--- config.mk ---
export PLATFORM = sky130hd
export DESIGN_NAME = addsub_shift_alu
export DESIGN_NICKNAME = d
export VERILOG_FILES = /design/src/rtl/alu_pkg.sv /design/src/rtl/alu_half_add.sv /design/src/rtl/alu_full_add.sv /design/src/rtl/alu_ripple_add.sv /design/src/rtl/alu_operand_prep.sv /design/src/rtl/addsub_shift_alu.sv
export SDC_FILE = /design/constraint.sdc
export NUM_CORES = 1
export LEC_CHECK = 0
export ABC_AREA = 0
export BUFFER_PORTS_ARGS = -buffer_cell sky130_fd_sc_hd__buf_2
export CAP_MARGIN = 20
export CORE_AREA = 2 2 39 41
export DETAILED_ROUTE_END_ITERATION = 7
export DIE_AREA = 0 0 41 43
export GPL_TIMING_DRIVEN = 1
export MAX_ROUTING_LAYER = met4
export SYNTH_ARGS = -nofsm -noshare
export SYNTH_HDL_FRONTEND = slang
export SYNTH_SLANG_ARGS = --single-unit
--- constraint.sdc ---
create_clock -name vclk -period 5.8
set_input_delay 0.58 -clock vclk [all_inputs]
set_output_delay 0.58 -clock vclk [all_outputs]
set_load 0.05 [all_outputs]
--- src/rtl/alu_pkg.sv ---
package alu_pkg;

    localparam int unsigned ALU_W  = 4;
    localparam int unsigned OP_W   = 3;

    // op_sel bit positions
    localparam int unsigned BIT_ONE = 0;
    localparam int unsigned BIT_NEG = 1;
    localparam int unsigned BIT_SHL = 2;

    typedef enum logic [OP_W-1:0] {
        OP_ADD = 3'b000,
        OP_INC = 3'b001,
        OP_SUB = 3'b010,
        OP_DEC = 3'b011,
        OP_SHL = 3'b100
    } alu_op_e;

    typedef struct packed {
        logic shift;
        logic negate;
        logic use_one;
    } alu_ctrl_t;

    function automatic alu_ctrl_t decode_op(input logic [OP_W-1:0] op);
        alu_ctrl_t c;
        c.shift   = op[BIT_SHL];
        c.negate  = op[BIT_NEG];
        c.use_one = op[BIT_ONE];
        return c;
    endfunction

endpackage

--- src/rtl/alu_half_add.sv ---
module alu_half_add (
    input  logic x_in,
    input  logic y_in,
    output logic s_out,
    output logic c_out
);
    always_comb begin
        s_out = x_in ^ y_in;
        c_out = x_in & y_in;
    end
endmodule

--- src/rtl/alu_full_add.sv ---
module alu_full_add (
    input  logic x_in,
    input  logic y_in,
    input  logic c_in,
    output logic s_out,
    output logic c_out
);
    logic s_first, c_first, c_second;

    alu_half_add i_ha_lo (
        .x_in (x_in),
        .y_in (y_in),
        .s_out(s_first),
        .c_out(c_first)
    );

    alu_half_add i_ha_hi (
        .x_in (s_first),
        .y_in (c_in),
        .s_out(s_out),
        .c_out(c_second)
    );

    assign c_out = c_first | c_second;

    // stage output equals arithmetic sum of its three bits
    always_comb begin
        p_stage_sum_r7: assert ({c_out, s_out} ==
            ({1'b0, x_in} + {1'b0, y_in} + {1'b0, c_in}))
            else $error("stage sum mismatch");
    end
endmodule

--- src/rtl/alu_ripple_add.sv ---
module alu_ripple_add #(
    parameter int unsigned W = 4
) (
    input  logic [W-1:0] x_in,
    input  logic [W-1:0] y_in,
    input  logic         c_in,
    output logic [W-1:0] s_out,
    output logic         c_out
);
    logic [W:0] chain;

    assign chain[0] = c_in;

    for (genvar k = 0; k < W; k++) begin : g_stage
        alu_full_add i_fa (
            .x_in (x_in[k]),
            .y_in (y_in[k]),
            .c_in (chain[k]),
            .s_out(s_out[k]),
            .c_out(chain[k+1])
        );
    end

    assign c_out = chain[W];
endmodule

--- src/rtl/alu_operand_prep.sv ---
module alu_operand_prep #(
    parameter int unsigned W = 4
) (
    input  logic [W-1:0] b_in,
    input  logic         use_one,
    input  logic         negate,
    output logic [W-1:0] b_mod,
    output logic         c_inject
);
    localparam logic [W-1:0] CONST_ONE = W'(1);

    logic [W-1:0] b_sel;

    always_comb begin
        b_sel    = use_one ? CONST_ONE : b_in;
        b_mod    = b_sel ^ {W{negate}};
        c_inject = negate;
    end
endmodule

--- src/rtl/addsub_shift_alu.sv ---
module addsub_shift_alu
    import alu_pkg::*;
#(
    parameter int unsigned W = ALU_W
) (
    input  logic [W-1:0]    a_in,
    input  logic [W-1:0]    b_in,
    input  logic [OP_W-1:0] op_sel,
    output logic [W-1:0]    res_out,
    output logic            carry_out
);
    localparam logic [W-1:0] ONE_W = W'(1);

    alu_ctrl_t    ctrl;
    logic [W-1:0] b_mod;
    logic         c_inject;
    logic [W-1:0] sum_w;
    logic         sum_c;
    logic [W-1:0] shl_w;

    assign ctrl = decode_op(op_sel);

    alu_operand_prep #(.W(W)) i_prep (
        .b_in    (b_in),
        .use_one (ctrl.use_one),
        .negate  (ctrl.negate),
        .b_mod   (b_mod),
        .c_inject(c_inject)
    );

    alu_ripple_add #(.W(W)) i_adder (
        .x_in (a_in),
        .y_in (b_mod),
        .c_in (c_inject),
        .s_out(sum_w),
        .c_out(sum_c)
    );

    assign shl_w = {a_in[W-2:0], 1'b0};

    always_comb begin
        if (ctrl.shift) begin
            res_out   = shl_w;
            carry_out = a_in[W-1];
        end else begin
            res_out   = sum_w;
            carry_out = sum_c;
        end
    end

    // Port-level checks of each operation against its arithmetic meaning
    always_comb begin
        if (op_sel == OP_ADD) begin
            p_add_r1: assert ({carry_out, res_out} == ({1'b0, a_in} + {1'b0, b_in}))
                else $error("add mismatch");
        end
        if (op_sel == OP_SUB) begin
            p_sub_r2: assert (res_out == W'(a_in - b_in) && carry_out == (a_in >= b_in))
                else $error("sub mismatch");
        end
        if (op_sel == OP_INC) begin
            p_inc_r3: assert (res_out == W'(a_in + ONE_W) && carry_out == (a_in == {W{1'b1}}))
                else $error("inc mismatch");
        end
        if (op_sel == OP_DEC) begin
            p_dec_r4: assert (res_out == W'(a_in - ONE_W) && carry_out == (a_in != '0))
                else $error("dec mismatch");
        end
        if (op_sel[BIT_SHL]) begin
            p_shift_r5: assert (res_out[0] == 1'b0 && res_out[W-1:1] == a_in[W-2:0]
                                && carry_out == a_in[W-1])
                else $error("shift mismatch");
        end
    end
endmodule

==> out/metrics.yaml <==
outcome:
  status: "complete, no violations"
place:
  post-dp-hpwl_um: 395
  count_of_input_and_output_buffers: 16
  gp_congestion: 0.701
sta:
  rsz0062_at_grt: "no"
  transition_time_of_the_tightest_slew_check_pin_ps: 252
  fin_setup_tns_ps: 0
  worst_slew_margin_rel_pct: 83.3
  final_setup_violation_count: 0
  timing.final.max_slew_violations: 0
  finalHoldViolCount: 0
  finalHoldWorstSlack_ps: 1580
  finalCritPeriodShare_pct: 56.0
  period_needed_ps: 3250
  maxClockFrequency_ghz: 0.308
synthesis:
  synthCells: 23
  synth.net_count: 37
  synth_top_cell_by_area: "sky130_fd_sc_hd__fa_1"
  ys_seq_area_share_pct: 0
  share_of_the_synthesized_area_in_the_top_cell_type_pct: 32.0
  ys_top_cells_by_area: "sky130_fd_sc_hd__fa_1 (32%), sky130_fd_sc_hd__xnor2_1 (14%), sky130_fd_sc_hd__mux2_2 (12%), sky130_fd_sc_hd__inv_1 (8.0%), sky130_fd_sc_hd__nor2b_1 (6.7%)"
  netlist_area_um2: 188
  postSynthAreaPerCell_um2: 8.16
  yosys_warnings: 0
  netlist-cell-type-count: 13
floorplanning:
  floorplan.die.width_um: 41
  die_h_um: 43
  area_of_the_core_um2: 1380
  die-area_um2: 1760
  design.portCount: 16
  fp-row-count: 14
  start_util_pct: 13.6
detailed_routing:
  drt-initial-drc-count: 0
  drtAntennaViolNets: 0
  route.detailed.drc: 0
  routed-via-count: 206
  routed_via_density: 3.75
  route.detailed.wl_per_inst_um: 7.31
  wirelength_um: 402
  detailedRoute.firstPassIterationCount: 1
setup_path:
  critical_path_required_ps: 5220
  worstSetupStartpointType: "primary input"
  worst-setup-path-type: "primary input to primary output"
  worst-path-max-fanout: 6
  setup.worst_path.end_class: "primary output"
  worst-endpoint-arrival_ps: 2670
global_routing:
  global_route.usage.total_pct: 5.05
  grt_first_pass_wirelength_um: 662
  grt.overflow.total: 0
  vias_in_the_first_global_route: 199
  use_met3_pct: 0
  grt_util_met1_pct: 6.80
  antenna_found_initial: 0
  met2_usage_pct: 8.75
  grt_most_used_layer: "met2"
  grt_max_degree: 7
layout:
  sequential_cell_area_um2: 0
  n_sequential_cell: 0
  antenna_cells_inserted: 0
  area_growth_pct: 53.3
  num-nets-final: 55
  drive_above_1_share_pct: 46.2
  clockBufferCount: 0
pwr:
  share_seq_of_total_power_pct: 0
  powerDensity_nw_per_um2: 149
  power_frac_comb_pct: 100.0
  switching_pwr_w: 0.0000290
  leakagePower_nw: 0.145
  post-layout-total-power_w: 0.0000430
  power.share.clock_pct: 0
  internal-power_w: 0.0000140
  power.share.switching_pct: 67.5
  ir_worst_vdd_uv: 45.7
hold_path:
  worstHoldEndpoint: "res_out[0]"
  hold_depth: 3
  hold_class: "primary input to primary output"
  worstHoldStart: "op_sel[2]"
clock_tree:
  cts.repair_timing.setup_buffer_count: 0
  post_cts.resized_instances: 0
  ctsHoldBuffers: 0
flow_run:
  maxCapViolations: 0
logic make-up (layout without fill, tap and decap cells):
logic type / after synthesis / after routing / share of synthesized area (%)
fa+ha+maj: 3 / 3 / 32.0
compound gates: 3 / 3 / 9.33
simple gates: 7 / 7 / 19.3
mux: 3 / 3 / 17.3
buf+inv: 4 / 20 / 8.00
xor+xnor: 3 / 3 / 14.0
metal layers:
layer | wire length [um] | part of all wire (%) | vias to the layer above
met1 | 201 | 50 | 88
li1 | - | - | 106
met4 | 0 | 0 | 0
met2 | 155 | 39 | 12
met3 | 45 | 11 | 0
met5 | 0 | 0 | -
Yosys cell counts:
master / n
sky130_fd_sc_hd__a21oi_1: 1
sky130_fd_sc_hd__fa_1: 3
sky130_fd_sc_hd__inv_1: 4
sky130_fd_sc_hd__mux2_2: 2
sky130_fd_sc_hd__mux2i_1: 1
sky130_fd_sc_hd__nand2_1: 1
sky130_fd_sc_hd__nand2b_1: 1
sky130_fd_sc_hd__nor2_1: 1
sky130_fd_sc_hd__nor2b_1: 2
sky130_fd_sc_hd__nor3_1: 2
sky130_fd_sc_hd__o21a_1: 1
sky130_fd_sc_hd__o21ai_0: 1
sky130_fd_sc_hd__xnor2_1: 3
critical path, stage by stage:
cell	delay, ps
sky130_fd_sc_hd__buf_2	130
sky130_fd_sc_hd__nor2b_1	140
sky130_fd_sc_hd__xnor2_1	100
sky130_fd_sc_hd__fa_1	400
sky130_fd_sc_hd__fa_1	370
sky130_fd_sc_hd__inv_1	70
sky130_fd_sc_hd__fa_1	400
sky130_fd_sc_hd__mux2_2	260
sky130_fd_sc_hd__buf_2	210
power by group through the flow:
stage | combinational (W) | clock (W) | sequential [W]
floorplan | 0.0000316 | 0 | 0
global placement | 0.0000430 | 0 | 0
detailed placement | 0.0000436 | 0 | 0
CTS | 0.0000438 | 0 | 0
global route | 0.0000471 | 0 | 0
finish | 0.0000430 | 0 | 0
how the worst max path moves through the flow:
stage,start,end,slack [ps],cells after the start
2_1_floorplan,b_in[1],res_out[2],2460,5
3_3_place_gp,op_sel[0],res_out[3],2540,9
3_5_place_dp,op_sel[0],res_out[3],2540,9
4_1_cts,op_sel[0],res_out[3],2530,9
5_1_grt,op_sel[0],res_out[3],2450,9
6_report,op_sel[0],res_out[3],2550,9
cell usage in the layout, fill, tap and decap left out, drive strengths merged:
cell type  synthesis  routed
nor2b              2       2
a21oi              1       1
mux2i              1       1
o21a               1       1
mux2               2       2
xnor2              3       3
nand2              1       1
o21ai              1       1
buf                0      16
nor2               1       1
nand2b             1       1
nor3               2       2
fa                 3       3
inv                4       4
area by class of cell:
type,count,area [um^2]
multi-input combinational,19,173
timing repair buffer,16,80.1
fill,166,1100
tap,16,20.0
inverter,4,15.0
metrics by stage:
stage | instance area [um^2] | std cells | setup WS (ps) | util [%]
floorplan | 188 | 23 | 2460 | -
global placement | 288 | 55 | 2540 | 20.8
detailed placement | 288 | 55 | 2540 | 20.8
CTS | 288 | 55 | 2530 | 20.8
global route | 288 | 55 | 2450 | 20.8
finish | 288 | 55 | 2550 | 20.8
(Power assumes the default switching activity.)
